### src/rtl/mdio_slave_pkg.sv
package mdio_slave_pkg;
  typedef enum logic [2:0] {
    PH_IDLE,
    PH_START,
    PH_OPCODE,
    PH_DEVADR,
    PH_REGADR,
    PH_TURN,
    PH_DATA
  } phase_t;

  localparam logic [1:0] OPC_WRITE = 2'b01;
  localparam logic [1:0] OPC_READ  = 2'b10;
  localparam int OPC_BITS  = 2;
  localparam int TURN_BITS = 2;
endpackage

### src/rtl/mdio_sync.sv
module mdio_sync #(
  parameter int              STAGES  = 2,
  parameter int              WIDTH   = 2,
  parameter logic [WIDTH-1:0] RST_VAL = '0
) (
  input  logic             clk,
  input  logic             rst_n,
  input  logic [WIDTH-1:0] d,
  output logic [WIDTH-1:0] q
);
  logic [WIDTH-1:0] stage_q [STAGES];

  generate
    for (genvar s = 0; s < STAGES; s++) begin : g_stage
      always_ff @(posedge clk or negedge rst_n) begin
        if (!rst_n) stage_q[s] <= RST_VAL;
        else if (s == 0) stage_q[s] <= d;
        else stage_q[s] <= stage_q[(s == 0) ? 0 : s-1];
      end
    end
  endgenerate

  assign q = stage_q[STAGES-1];
endmodule

### src/rtl/mdio_frame_fsm.sv
module mdio_frame_fsm
  import mdio_slave_pkg::*;
#(
  parameter int ADDR_W  = 5,
  parameter int DATA_W  = 16,
  parameter int PRE_MIN = 32
) (
  input  logic              clk,
  input  logic              rst_n,
  input  logic              mdc_s,
  input  logic              sdi,
  output logic [1:0]        opc_o,
  output logic [ADDR_W-1:0] dev_o,
  output logic [ADDR_W-1:0] reg_o,
  output logic              start_warn_o,
  output logic              turn_done_o,
  output logic              data_rise_o,
  output logic              data_fall_o,
  output logic              frame_end_o
);
  localparam int CNT_W = $clog2(DATA_W + 1);
  localparam int PRE_W = $clog2(PRE_MIN + 1);

  phase_t            phase;
  logic [CNT_W-1:0]  bit_cnt;
  logic [PRE_W-1:0]  pre_cnt;
  logic              mdc_q;
  logic              rise, fall, last_bit;

  assign rise = mdc_s & ~mdc_q;
  assign fall = ~mdc_s & mdc_q;

  always_comb begin
    case (phase)
      PH_OPCODE: last_bit = (bit_cnt == CNT_W'(OPC_BITS - 1));
      PH_DEVADR: last_bit = (bit_cnt == CNT_W'(ADDR_W - 1));
      PH_REGADR: last_bit = (bit_cnt == CNT_W'(ADDR_W - 1));
      PH_TURN:   last_bit = (bit_cnt == CNT_W'(TURN_BITS - 1));
      PH_DATA:   last_bit = (bit_cnt == CNT_W'(DATA_W - 1));
      default:   last_bit = 1'b1;
    endcase
  end

  assign turn_done_o = rise && (phase == PH_TURN) && last_bit;
  assign data_rise_o = rise && (phase == PH_DATA);
  assign data_fall_o = fall && (phase == PH_DATA);
  assign frame_end_o = data_rise_o && last_bit;

  always_ff @(posedge clk or negedge rst_n) begin
    if (!rst_n) begin
      phase        <= PH_IDLE;
      bit_cnt      <= '0;
      pre_cnt      <= '0;
      mdc_q        <= 1'b0;
      opc_o        <= '0;
      dev_o        <= '0;
      reg_o        <= '0;
      start_warn_o <= 1'b0;
    end else begin
      mdc_q        <= mdc_s;
      start_warn_o <= 1'b0;
      if (rise) begin
        if (phase != PH_IDLE && phase != PH_START)
          bit_cnt <= last_bit ? '0 : bit_cnt + 1'b1;
        case (phase)
          PH_IDLE: begin
            if (pre_cnt == PRE_W'(PRE_MIN) && !sdi) begin
              phase   <= PH_START;
              pre_cnt <= '0;
            end else if (pre_cnt != PRE_W'(PRE_MIN)) begin
              pre_cnt <= pre_cnt + 1'b1;
            end
          end
          PH_START: begin
            start_warn_o <= ~sdi;
            bit_cnt      <= '0;
            phase        <= PH_OPCODE;
          end
          PH_OPCODE: begin
            opc_o <= {opc_o[0], sdi};
            if (last_bit) phase <= PH_DEVADR;
          end
          PH_DEVADR: begin
            dev_o <= {dev_o[ADDR_W-2:0], sdi};
            if (last_bit) phase <= PH_REGADR;
          end
          PH_REGADR: begin
            reg_o <= {reg_o[ADDR_W-2:0], sdi};
            if (last_bit) phase <= PH_TURN;
          end
          PH_TURN: if (last_bit) phase <= PH_DATA;
          PH_DATA: if (last_bit) phase <= PH_IDLE;
          default: phase <= PH_IDLE;
        endcase
      end
    end
  end
endmodule

### src/rtl/mdio_data_path.sv
module mdio_data_path #(
  parameter int DATA_W = 16
) (
  input  logic              clk,
  input  logic              rst_n,
  input  logic              turn_done,
  input  logic              data_rise,
  input  logic              data_fall,
  input  logic              frame_end,
  input  logic              sdi,
  input  logic              is_read,
  input  logic              is_write,
  input  logic              dev_match,
  input  logic [DATA_W-1:0] rd_data_i,
  output logic              rd_req_o,
  output logic              mdio_o,
  output logic              mdio_oe,
  output logic              wr_req_o,
  output logic [DATA_W-1:0] wr_data_o
);
  logic [DATA_W-1:0] shift_q;

  assign rd_req_o = turn_done && is_read && dev_match;

  always_ff @(posedge clk or negedge rst_n) begin
    if (!rst_n) begin
      shift_q   <= '0;
      mdio_o    <= 1'b0;
      mdio_oe   <= 1'b0;
      wr_req_o  <= 1'b0;
      wr_data_o <= '0;
    end else begin
      wr_req_o <= 1'b0;
      if (turn_done && is_read) begin
        shift_q <= dev_match ? rd_data_i : '1;
        mdio_oe <= 1'b1;
        mdio_o  <= 1'b0;
      end else if (data_fall && mdio_oe) begin
        mdio_o  <= shift_q[DATA_W-1];
        shift_q <= {shift_q[DATA_W-2:0], 1'b0};
      end else if (data_rise) begin
        if (!mdio_oe) shift_q <= {shift_q[DATA_W-2:0], sdi};
        if (frame_end) begin
          mdio_oe <= 1'b0;
          mdio_o  <= 1'b0;
          if (is_write && dev_match && !mdio_oe) begin
            wr_req_o  <= 1'b1;
            wr_data_o <= {shift_q[DATA_W-2:0], sdi};
          end
        end
      end
    end
  end
endmodule

### src/rtl/mdio_mgmt_slave.sv
module mdio_mgmt_slave
  import mdio_slave_pkg::*;
#(
  parameter int ADDR_W      = 5,
  parameter int DATA_W      = 16,
  parameter int PRE_MIN     = 32,
  parameter int SYNC_STAGES = 2
) (
  input  logic              clk,
  input  logic              rst_n,
  input  logic              mdc_i,
  input  logic              mdio_i,
  input  logic [ADDR_W-1:0] dev_addr_i,
  output logic              mdio_o,
  output logic              mdio_oe,
  output logic              start_warn_o,
  output logic [ADDR_W-1:0] reg_addr_o,
  output logic              rd_req_o,
  input  logic [DATA_W-1:0] rd_data_i,
  output logic              wr_req_o,
  output logic [DATA_W-1:0] wr_data_o
);
  logic [1:0]        bus_s;
  logic [1:0]        opc;
  logic [ADDR_W-1:0] dev_field;
  logic              turn_done, data_rise, data_fall, frame_end;

  mdio_sync #(.STAGES(SYNC_STAGES), .WIDTH(2), .RST_VAL(2'b01)) i_sync (
    .clk (clk),
    .rst_n (rst_n),
    .d   ({mdc_i, mdio_i}),
    .q   (bus_s)
  );

  mdio_frame_fsm #(.ADDR_W(ADDR_W), .DATA_W(DATA_W), .PRE_MIN(PRE_MIN)) i_fsm (
    .clk          (clk),
    .rst_n        (rst_n),
    .mdc_s        (bus_s[1]),
    .sdi          (bus_s[0]),
    .opc_o        (opc),
    .dev_o        (dev_field),
    .reg_o        (reg_addr_o),
    .start_warn_o (start_warn_o),
    .turn_done_o  (turn_done),
    .data_rise_o  (data_rise),
    .data_fall_o  (data_fall),
    .frame_end_o  (frame_end)
  );

  mdio_data_path #(.DATA_W(DATA_W)) i_dp (
    .clk       (clk),
    .rst_n     (rst_n),
    .turn_done (turn_done),
    .data_rise (data_rise),
    .data_fall (data_fall),
    .frame_end (frame_end),
    .sdi       (bus_s[0]),
    .is_read   (opc == OPC_READ),
    .is_write  (opc == OPC_WRITE),
    .dev_match (dev_field == dev_addr_i),
    .rd_data_i (rd_data_i),
    .rd_req_o  (rd_req_o),
    .mdio_o    (mdio_o),
    .mdio_oe   (mdio_oe),
    .wr_req_o  (wr_req_o),
    .wr_data_o (wr_data_o)
  );
endmodule

### config.mk
export PLATFORM = sky130hd
export DESIGN_NAME = mdio_mgmt_slave
export DESIGN_NICKNAME = d
export VERILOG_FILES = /design/src/rtl/mdio_slave_pkg.sv /design/src/rtl/mdio_sync.sv /design/src/rtl/mdio_frame_fsm.sv /design/src/rtl/mdio_data_path.sv /design/src/rtl/mdio_mgmt_slave.sv
export SDC_FILE = /design/constraint.sdc
export NUM_CORES = 1
export LEC_CHECK = 0
export BUFFER_PORTS_ARGS = -buffer_cell sky130_fd_sc_hd__buf_2
export CORE_MARGIN = 1.5
export CORE_UTILIZATION = 57
export CTS_CLUSTER_DIAMETER = 120
export CTS_CLUSTER_SIZE = 12
export DETAILED_ROUTE_END_ITERATION = 12
export GPL_TIMING_DRIVEN = 0
export PLACE_DENSITY = 0.89
export SYNTH_ARGS = -nofsm -noshare
export SYNTH_HDL_FRONTEND = slang
export SYNTH_SLANG_ARGS = --single-unit
### constraint.sdc
create_clock -name clk -period 2.74 [get_ports clk]
set_clock_uncertainty 0.05 [all_clocks]
set_input_delay 0.274 -clock clk [delete_from_list [all_inputs] [get_ports clk]]
set_output_delay 0.274 -clock clk [all_outputs]
set_load 0.01 [all_outputs]
==> results.yml, run 1 <==
status:
  outcome: "finished clean"
drt:
  firstDrtPassIters: 5
  avgRoutedWirePerCell_um: 15.85
  vias_per_cell: 5.723
  drt_wl_total_um: 6975
  drc_errors: 0
  drt_iter0_markers: 137
  vias: 2518
  ant_nets: 0
timing:
  timing.fmax_ghz: 0.3763
  setup_viol: 0
  period_minus_slack_ps: 2657
  timing.final.hold_violations: 0
  slew_violations: 0
  slew-limit-headroom_pct: 44.98
  timing.final.crit_share_pct: 96.97
  worstMarginPinSlew_ps: 825.4
worst_setup_path:
  rr_startpoint: "i_fsm.bit_cnt[2]"
  worst-path-max-fanout: 10
  r2r_slack_ps: 550
  required_ps: 2420
  r2r_cells: 7
  arrival_ps: 2330
  startpoint_type: "register"
  endpoint_kind: "primary output"
  reg2reg_to: "i_fsm.phase[0]"
  worstSetupPathType: "reg -> out"
synthesis:
  syn_avg_cell_area_um2: 11.34
  synth_edf_count: 0
  ys_seq_area_share_pct: 49.50
  synth.top_cell.area_share_pct: 47.95
  syn_area_mm2: 0.003392
  ys_types: 49
  synth-seq-cells: 67
  synthTopCellsByArea: "dfrtp_1, mux2i_1, mux2_2, mux2_4, nor2_1"
  async_flop_share_pct: 100.0
  syn_nets: 327
  yosys_warnings: 0
  yosys.area.top_type: "dfrtp_1"
  syn_inst: 299
  synth_flop_cell: "dfrtp_1"
job:
  drv_cap: 0
clocking:
  numCtsBuffers: 9
  root_buffer: "clkbuf_8"
  cts.sinks: 67
  ctsLongestPathBuffers: 2
  insertion_delay_ps: 350
  cts_tree: "done"
  cts_setup_buffers: 0
  cts_max_level: 3
  clk_pin_slew_ps: 80
die:
  rows: 27
  die_x_um: 80.14
  start_util_pct: 60.49
  die_area_mm2: 0.006422
  dieHeight_um: 80.14
  core_mm2: 0.005608
  ios: 51
global_route:
  antenna_found_initial: 0
  grt_pass1_vias: 2510
  grt_usage_pct: 23.59
  grt_pass1_wl_um: 11550
  grt_overflow_total: 0
  grt_max_degree: 68
power_and_ir_drop:
  ir_drop_mv: 0.4376
  power_density_mw_per_mm2: 627.4
  p_leak_nw: 1.990
  p_total_w: 0.002514
layout:
  n_antenna_cell: 0
  area_delta_synth_final_pct: 18.11
  nets: 391
  fin_cells: 440
  nFillCells: 386
  drive_above_1_share_pct: 31.52
placement:
  post-place-cells: 421
  place_congestion: 0.8799
  post-dp-hpwl_um: 4756
  portBuffers: 50
worst_hold_path:
  min_from: "rd_data_i[5]"
  hp-class: "in -> reg"
  hold_end: "i_dp.shift_q[5]"
  holdPathStages: 3
## routing by layer
metal / routed length, um / vias to the layer above / part of all wire, % / track usage, %
li1: - / 1192 / - / -
met5: 0 / - / 0 / 0
met4: 143 / 0 / 2.1 / 11.03
met1: 3052 / 1241 / 44 / 30.04
met2: 3481 / 72 / 50 / 37.82
met3: 299 / 13 / 4.3 / 5.682
## power by group
group	total, W	switching, W	internal (W)
Clock	0.000917	0.000377	0.000540
Sequential	0.00112	0.0000616	0.00106
Combinational	0.000479	0.000282	0.000198
Total	0.00251	0.000721	0.00179
## worst max-delay path: stages (launching register included)
cell,delay (ps)
dfrtp_1,400
buf_4,180
nor4b_2,230
o21ai_0,110
o211ai_1,150
and3b_1,200
buf_2,180
nand2_8,110
buf_6,190
nor2_1,80
buf_2,140
## through the flow
| step | cell area (um2) | setup TNS [ps] | setup slack (ps) | utilization [%] | hold WS, ps |
|---|---|---|---|---|---|
| 6_report | 4006 | 0 | 82.89 | 71.44 | 131.8 |
| 5_1_grt | 4006 | -19.27 | -19.27 | 71.44 | 145.5 |
| 4_1_cts | 3986 | 0 | 85.09 | 71.08 | 123.4 |
| 3_5_place_dp | 3735 | 0 | 476.2 | 66.60 | 285.8 |
| 3_3_place_gp | 3732 | 0 | 484.4 | 66.56 | 294.1 |
| 2_1_floorplan | 3392 | 0 | 740.2 | - | -71.59 |
## worst max path at each step
stage,startpoint,endpoint,slack (ps),cells after the start
2_1_floorplan,i_fsm.bit_cnt[2],rd_req_o,740,9
3_3_place_gp,i_fsm.bit_cnt[0],rd_req_o,480,10
3_5_place_dp,i_fsm.bit_cnt[0],rd_req_o,480,10
4_1_cts,i_fsm.mdc_q,rd_req_o,90,7
5_1_grt,i_fsm.phase[2],rd_req_o,-20,10
6_report,i_fsm.phase[2],rd_req_o,80,10
## cell usage after synthesis (2+ instances only)
cell type / instances
mux2_4: 9
a211o_1: 2
a211oi_1: 3
a21oi_1: 12
clkbuf_1: 5
dfstp_2: 2
nand2_4: 2
buf_2: 2
and3b_1: 3
inv_1: 9
ha_1: 3
nor4_1: 3
nor2_1: 26
a31oi_1: 3
nand3_1: 8
o31ai_1: 2
o211ai_1: 4
xnor2_1: 3
o21ai_0: 12
buf_4: 3
buf_6: 4
xor2_1: 4
mux2i_1: 32
and3_1: 3
nand2_1: 21
mux2_2: 20
dfrtp_1: 65
nand2b_1: 5
nor3_1: 9
## state kept, by name, indices dropped and copies added, names as in the netlist
| name | count |
|---|---|
| i_dp.shift_q | 16 |
| i_dp.wr_data_o | 16 |
| i_fsm.pre_cnt | 6 |
| i_fsm.bit_cnt | 5 |
| i_fsm.dev_o | 5 |
| i_fsm.reg_o | 5 |
| i_fsm.phase | 3 |
| i_fsm.opc_o | 2 |
| i_sync.q | 2 |
| i_sync.stage_q | 2 |
| i_dp.mdio_o | 1 |
| i_dp.mdio_oe | 1 |
| i_dp.wr_req_o | 1 |
| i_fsm.mdc_q | 1 |
| i_fsm.start_warn_o | 1 |
## cells in the final DEF (no fill, tap or decap), types with 8 or more instances in the layout
cell	count
nand2_1	21
mux2_2	20
buf_2	51
nand3_1	8
a21oi_1	12
mux2_4	9
inv_1	9
clkbuf_8	10
nor3_1	9
dfrtp_1	65
mux2i_1	32
o21ai_0	12
nor2_1	26
## logic make-up after synthesis
kind of cell	share of synthesized area, %
fa+ha+maj	1.107
flops	49.50
compound gates	8.300
simple gates	15.38
buf+inv	3.836
xor+xnor	1.807
mux	20.07
## cell type report
class / count / area [um2] / share of cell area, %
Sequential cell: 67 / 1679 / 41.91
Multi-Input combinational cell: 209 / 1603 / 40.01
Timing Repair Buffer: 53 / 282.8 / 7.058
Clock buffer: 12 / 145.1 / 3.623
Buffer: 14 / 96.34 / 2.405
Tap cell: 72 / 90.09 / 2.249
Clock inverter: 4 / 76.32 / 1.905
Inverter: 9 / 33.78 / 0.8432
## what timing repair did
action,CTS,global route
hold endpoints to repair,33,0
gates resized for setup,0,3
endpoints found under the setup margin,0,1
hold buffers,3,0
Note: power is estimated with default switching activity, not from simulation.
==> run 2: changes to the inputs <==
--- a/config.mk
+++ b/config.mk
@@ -7,12 +7,13 @@
 export LEC_CHECK = 0
 export BUFFER_PORTS_ARGS = -buffer_cell sky130_fd_sc_hd__buf_2
 export CORE_MARGIN = 1.5
-export CORE_UTILIZATION = 57
+export CORE_UTILIZATION = 59
+export CTS_BUF_LIST = sky130_fd_sc_hd__clkbuf_8
 export CTS_CLUSTER_DIAMETER = 120
 export CTS_CLUSTER_SIZE = 12
 export DETAILED_ROUTE_END_ITERATION = 12
 export GPL_TIMING_DRIVEN = 0
-export PLACE_DENSITY = 0.89
+export PLACE_DENSITY = 0.91
 export SYNTH_ARGS = -nofsm -noshare
 export SYNTH_HDL_FRONTEND = slang
 export SYNTH_SLANG_ARGS = --single-unit
==> results.yml, run 2 (synthesized netlist as in run 1, its figures left out) <==
status:
  outcome: "finished clean"
timing:
  holdWs_ps: 130.1
  worstMarginPinSlew_ps: 815.6
  fin_ws_ps: 70.33
  timing.final.crit_share_pct: 97.43
  slew-limit-headroom_pct: 45.62
  setup_viol: 0
  slew_violations: 0
  timing.final.hold_violations: 0
  timing.fmax_ghz: 0.3746
  fin_setup_tns_ps: 0
  period_minus_slack_ps: 2670
drt:
  drc_errors: 0
  ant_nets: 0
  drt_iter0_markers: 205
  drt_wl_total_um: 7420
  avgRoutedWirePerCell_um: 16.64
  vias_per_cell: 5.758
  firstDrtPassIters: 5
  vias: 2568
clocking:
  cts.sinks: 67
  cts_tree: "done"
  ctsLongestPathBuffers: 2
  root_buffer: "clkbuf_8"
  numCtsBuffers: 9
  cts_max_level: 3
  clk_pin_slew_ps: 90
  insertion_delay_ps: 350
die:
  die_x_um: 78.83
  dieHeight_um: 78.83
  rows: 27
  core_mm2: 0.005540
  die_area_mm2: 0.006213
  ios: 51
  start_util_pct: 61.22
worst_setup_path:
  worstSetupPathType: "reg -> out"
  startpoint_type: "register"
  crit_path_max_incr_delay_ps: 440
  endpoint_kind: "primary output"
  arrival_ps: 2350
  worst-path-max-fanout: 9
  crit_family: "simple AND/OR/NAND/NOR gates"
  crit_buf_inv: 2
  worst_path_max_delay_cell: "nor4_2"
  required_ps: 2420
  crit_chain: "and2b_1, nand2_1, nor4_2, nand2_8, buf_12, nor2_1, buf_2"
global_route:
  grt_pass1_wl_um: 11180
  grt_pass1_vias: 2351
  antenna_found_initial: 0
  grt_usage_pct: 23.82
  grt_overflow_total: 0
  grt_max_degree: 68
placement:
  post-dp-hpwl_um: 4661
  portBuffers: 50
  dp_slack_ps: 438.4
  place_congestion: 0.9330
  post-place-cells: 421
layout:
  layout_common_cells: "dfrtp_1, buf_2, mux2i_1, nor2_1, nand2_1"
  drive_above_1_share_pct: 32.62
  fin_util_pct: 73.42
  fin_cells: 446
  area_delta_synth_final_pct: 19.92
  final_common_cell: "dfrtp_1"
  nets: 397
  n_antenna_cell: 0
  largestRegisters: "i_dp.shift_q (16), i_dp.wr_data_o (16), i_fsm.pre_cnt (6)"
power_and_ir_drop:
  switching_share_pct: 29.32
  clkPwrFrac_pct: 35.9
  p_leak_nw: 2.031
  p_sw_w: 0.0007370
  seqPwrFrac_pct: 44.4
  power_density_mw_per_mm2: 617.9
  ir_drop_mv: 0.5862
  p_int_w: 0.001777
  p_comb_share_pct: 19.7
worst_hold_path:
  hp-class: "in -> reg"
job:
  drv_cap: 0
-- run 2: what timing repair did --
action,CTS,global route
setup endpoints to repair,0,1
hold endpoints to repair,7,0
resized for setup,0,10
hold buffers,3,0
setup buffers,0,6
-- run 2: power by group through the flow --
stage	sequential (W)	clock (W)	combinational, W
floorplan	0.00112	0	0.000345
finish	0.00112	0.000903	0.000494
global route	0.00113	0.000945	0.000550
CTS	0.00112	0.000908	0.000466
global placement	0.00113	0	0.000444
detailed placement	0.00113	0	0.000461
-- run 2: path summary, 6_finish.rpt --
path / start / to / slack, ps / cells past startpoint
setup / recovery: i_fsm.mdc_q / rd_req_o / 70 / 7
hold / removal: rd_data_i[2] / i_dp.shift_q[2] / 130 / 3
setup reg to reg: i_fsm.bit_cnt[0] / i_dp.shift_q[9] / 560 / 10
hold reg to reg: i_sync.stage_q[3] / i_sync.q[1] / 300 / 0
max in group asynchronous: rst_n / i_fsm.bit_cnt[0] / 1580 / 2
min in group asynchronous: rst_n / i_fsm.pre_cnt[2] / 500 / 2
-- run 2: layout make-up --
cell class	count	area (um2)
Inverter	9	33.78
Sequential cell	67	1679
Tap cell	72	90.09
Fill cell	361	1473
Buffer	14	115.1
Clock inverter	7	91.34
Timing Repair Buffer	59	327.8
Multi-Input combinational cell	209	1607
Clock buffer	9	123.9
-- run 2: worst reg2reg max path: stages (launching register included) --
cell and delay, ps:
dfrtp_1 390, buf_4 180, and4bb_2 230, o21ai_1 150, o211ai_1 160, and3b_1 230
buf_6 130, nand2_8 120, buf_12 130, buf_4 130, mux2i_1 200
-- run 2: metal layers --
metal | up-vias | GRT usage [%] | wire length, um | share of wire, %
met1 | 1245 | 30.62 | 3214 | 43
met4 | 0 | 10.70 | 207 | 2.8
met5 | - | 0 | 0 | 0
met3 | 20 | 5.287 | 321 | 4.3
li1 | 1210 | - | - | -
met2 | 93 | 38.79 | 3676 | 50
-- run 2: through the flow --
step / total power (W) / area, um2
after floorplan: 0.001467 / 3392
after global placement: 0.001575 / 3732
after detailed placement: 0.001594 / 3735
after CTS: 0.002489 / 3980
after global routing: 0.002623 / 4068
final: 0.002513 / 4068
==> run 3: changes to the inputs <==
--- a/config.mk
+++ b/config.mk
@@ -5,9 +5,12 @@
 export SDC_FILE = /design/constraint.sdc
 export NUM_CORES = 1
 export LEC_CHECK = 0
+export ABC_AREA = 1
 export BUFFER_PORTS_ARGS = -buffer_cell sky130_fd_sc_hd__buf_2
+export CELL_PAD_IN_SITES_DETAIL_PLACEMENT = 0
+export CELL_PAD_IN_SITES_GLOBAL_PLACEMENT = 1
 export CORE_MARGIN = 1.5
-export CORE_UTILIZATION = 59
+export CORE_UTILIZATION = 44
 export CTS_BUF_LIST = sky130_fd_sc_hd__clkbuf_8
 export CTS_CLUSTER_DIAMETER = 120
 export CTS_CLUSTER_SIZE = 12
==> results.yml, run 3 <==
worst_setup_path:
  r2r_slack_ps: 640
  endpoint_kind: "primary output"
  startpoint_type: "register"
  crit_buf_inv: 3
  crit_chain: "clkinv_1, nand2_1, nor4_4, nand2_8, buf_2, nor2_1, buf_2"
  crit_path_max_incr_delay_ps: 630
  worstSetupPathType: "reg -> out"
  worst_path_max_delay_cell: "nor4_4"
  path_common_cell: "buf_2"
  worst-path-max-fanout: 10
  crit_family: "simple AND/OR/NAND/NOR gates"
  required_ps: 2420
  arrival_ps: 2250
synthesis:
  syn_inst: 384
  yosys_warnings: 0
  synthTopCellsByCount: "nand2_1, dfrtp_1, inv_1"
  synth_flop_cell: "dfrtp_1"
  async_flop_share_pct: 100.0
  syn_avg_cell_area_um2: 8.644
  syn_nets: 412
  yosys.area.top_type: "dfrtp_1"
  ys_types: 35
  synth_edf_count: 0
  syn_area_mm2: 0.003319
  synth.top_cell.area_share_pct: 49.00
  synthTopCellsByArea: "dfrtp_1, nand2_1, nand4_1, inv_1, nand3_2"
  synth-seq-cells: 67
  yosysMostFrequentCell: "nand2_1"
  ys_seq_area_share_pct: 50.58
die:
  core_mm2: 0.007292
  rows: 31
  die_area_mm2: 0.008074
  dieHeight_um: 89.86
  start_util_pct: 45.52
  ios: 51
  die_x_um: 89.86
drt:
  drt_iter0_markers: 246
  vias_per_cell: 5.058
  drt_wl_total_um: 7562
  firstDrtPassIters: 4
  drc_errors: 0
  vias: 2787
  ant_nets: 0
  avgRoutedWirePerCell_um: 13.72
job:
  drv_cap: 0
timing:
  holdWs_ps: -36.87
  timing.fmax_ghz: 0.3887
  slew-limit-headroom_pct: 44.22
  timing.final.hold_violations: 60
  slew_violations: 0
  worstMarginPinSlew_ps: 836.7
  fin_setup_tns_ps: 0
  timing.final.crit_share_pct: 93.90
  period_minus_slack_ps: 2573
  rsz0062_at_grt: "false"
  setup_viol: 0
clocking:
  ctsLongestPathBuffers: 2
  numCtsBuffers: 9
  root_buffer: "clkbuf_8"
  post_cts_resized: 0
  cts_tree: "done"
  clk_pin_slew_ps: 80
  insertion_delay_ps: 360
  cts_max_level: 3
  cts.sinks: 67
power_and_ir_drop:
  ir_drop_mv: 0.2781
  power_density_mw_per_mm2: 573.2
  p_leak_nw: 2.057
  p_total_w: 0.002274
layout:
  area_delta_synth_final_pct: 19.49
  n_antenna_cell: 0
  layout_common_cells: "nand2_1, dfrtp_1, inv_1, buf_2, nand4_1"
  nets: 475
  nFillCells: 696
  final_common_cell: "nand2_1"
  final_area_mm2: 0.003966
  largestRegisters: "i_dp.shift_q (16), i_dp.wr_data_o (16), i_fsm.pre_cnt (6)"
  drive_above_1_share_pct: 23.23
global_route:
  grt_max_degree: 68
  grt_overflow_total: 0
  antenna_found_initial: 0
  grt_usage_pct: 20.29
  grt_pass1_vias: 2633
  grt_pass1_wl_um: 12840
worst_hold_path:
  hp-class: "in -> async"
placement:
  post-dp-hpwl_um: 5248
  portBuffers: 50
  dpl_cell_area_mm2: 0.003696
  place_congestion: 0.8652
status:
  outcome: "finished with violations"
  violations: "negative hold slack"
## run 3: cell families (layout without fill, tap and decap cells)
group	after synthesis	count (layout)	synth area share, %
xor gates and xnor gates	8	8	2.111
muxes	2	2	0.6784
and+or+nand+nor	184	184	28.35
buffers and inverters	76	144	10.06
AOI/OAI and AO/OA	44	44	7.086
adders and majority gates	3	3	1.131
DFF	67	67	50.58
## run 3: what timing repair did
item,CTS,global route
hold buffers,2,0
endpoints found under the hold margin,2,0
buffers inserted,0,0
## run 3: final timing paths
kind / startpoint / to / cells past startpoint
min reg2reg: i_sync.stage_q[2] / i_sync.q[0] / 0
max: i_fsm.mdc_q / rd_req_o / 7
max reg2reg: i_fsm.dev_o[0] / i_dp.shift_q[4] / 8
min in group clk: rd_data_i[6] / i_dp.shift_q[6] / 5
min: rst_n / i_fsm.reg_o[1] / 1
max in group asynchronous: rst_n / i_dp.shift_q[14] / 1
## run 3: routing by layer
layer  GRT usage (%)  vias up  wire [um]
li1                -     1387          -
met1           30.13     1298       3537
met2           28.88       93       3409
met3           3.299        9        503
met4           9.524        0        111
met5               0        -          0
## run 3: metrics by stage
| step | instances | utilization, % | setup WS [ps] |
|---|---|---|---|
| after detailed placement | 533 | 50.69 | 495.1 |
| final | 551 | 54.39 | 167.1 |
| after floorplan | 384 | - | 892.7 |
| after global routing | 551 | 54.39 | 0.3464 |
| after global placement | 533 | 50.65 | 498.1 |
| after CTS | 551 | 54.39 | 99.88 |
## run 3: final cells by class
cell class	count	area (um2)	share of cell area, %
flip-flops and latches	67	1679	42.33
multi-input cells	241	1306	32.93
repair buffers	52	272.8	6.877
inverters	61	229.0	5.773
clock buffers	10	137.6	3.470
well taps	99	123.9	3.123
clock inverters	6	112.6	2.839
plain buffers	15	105.1	2.650
## run 3: report_power, final
group / internal [W] / switching [W]
logic: 0.0000638 / 0.000111
registers: 0.00104 / 0.0000372
clock network: 0.000630 / 0.000395
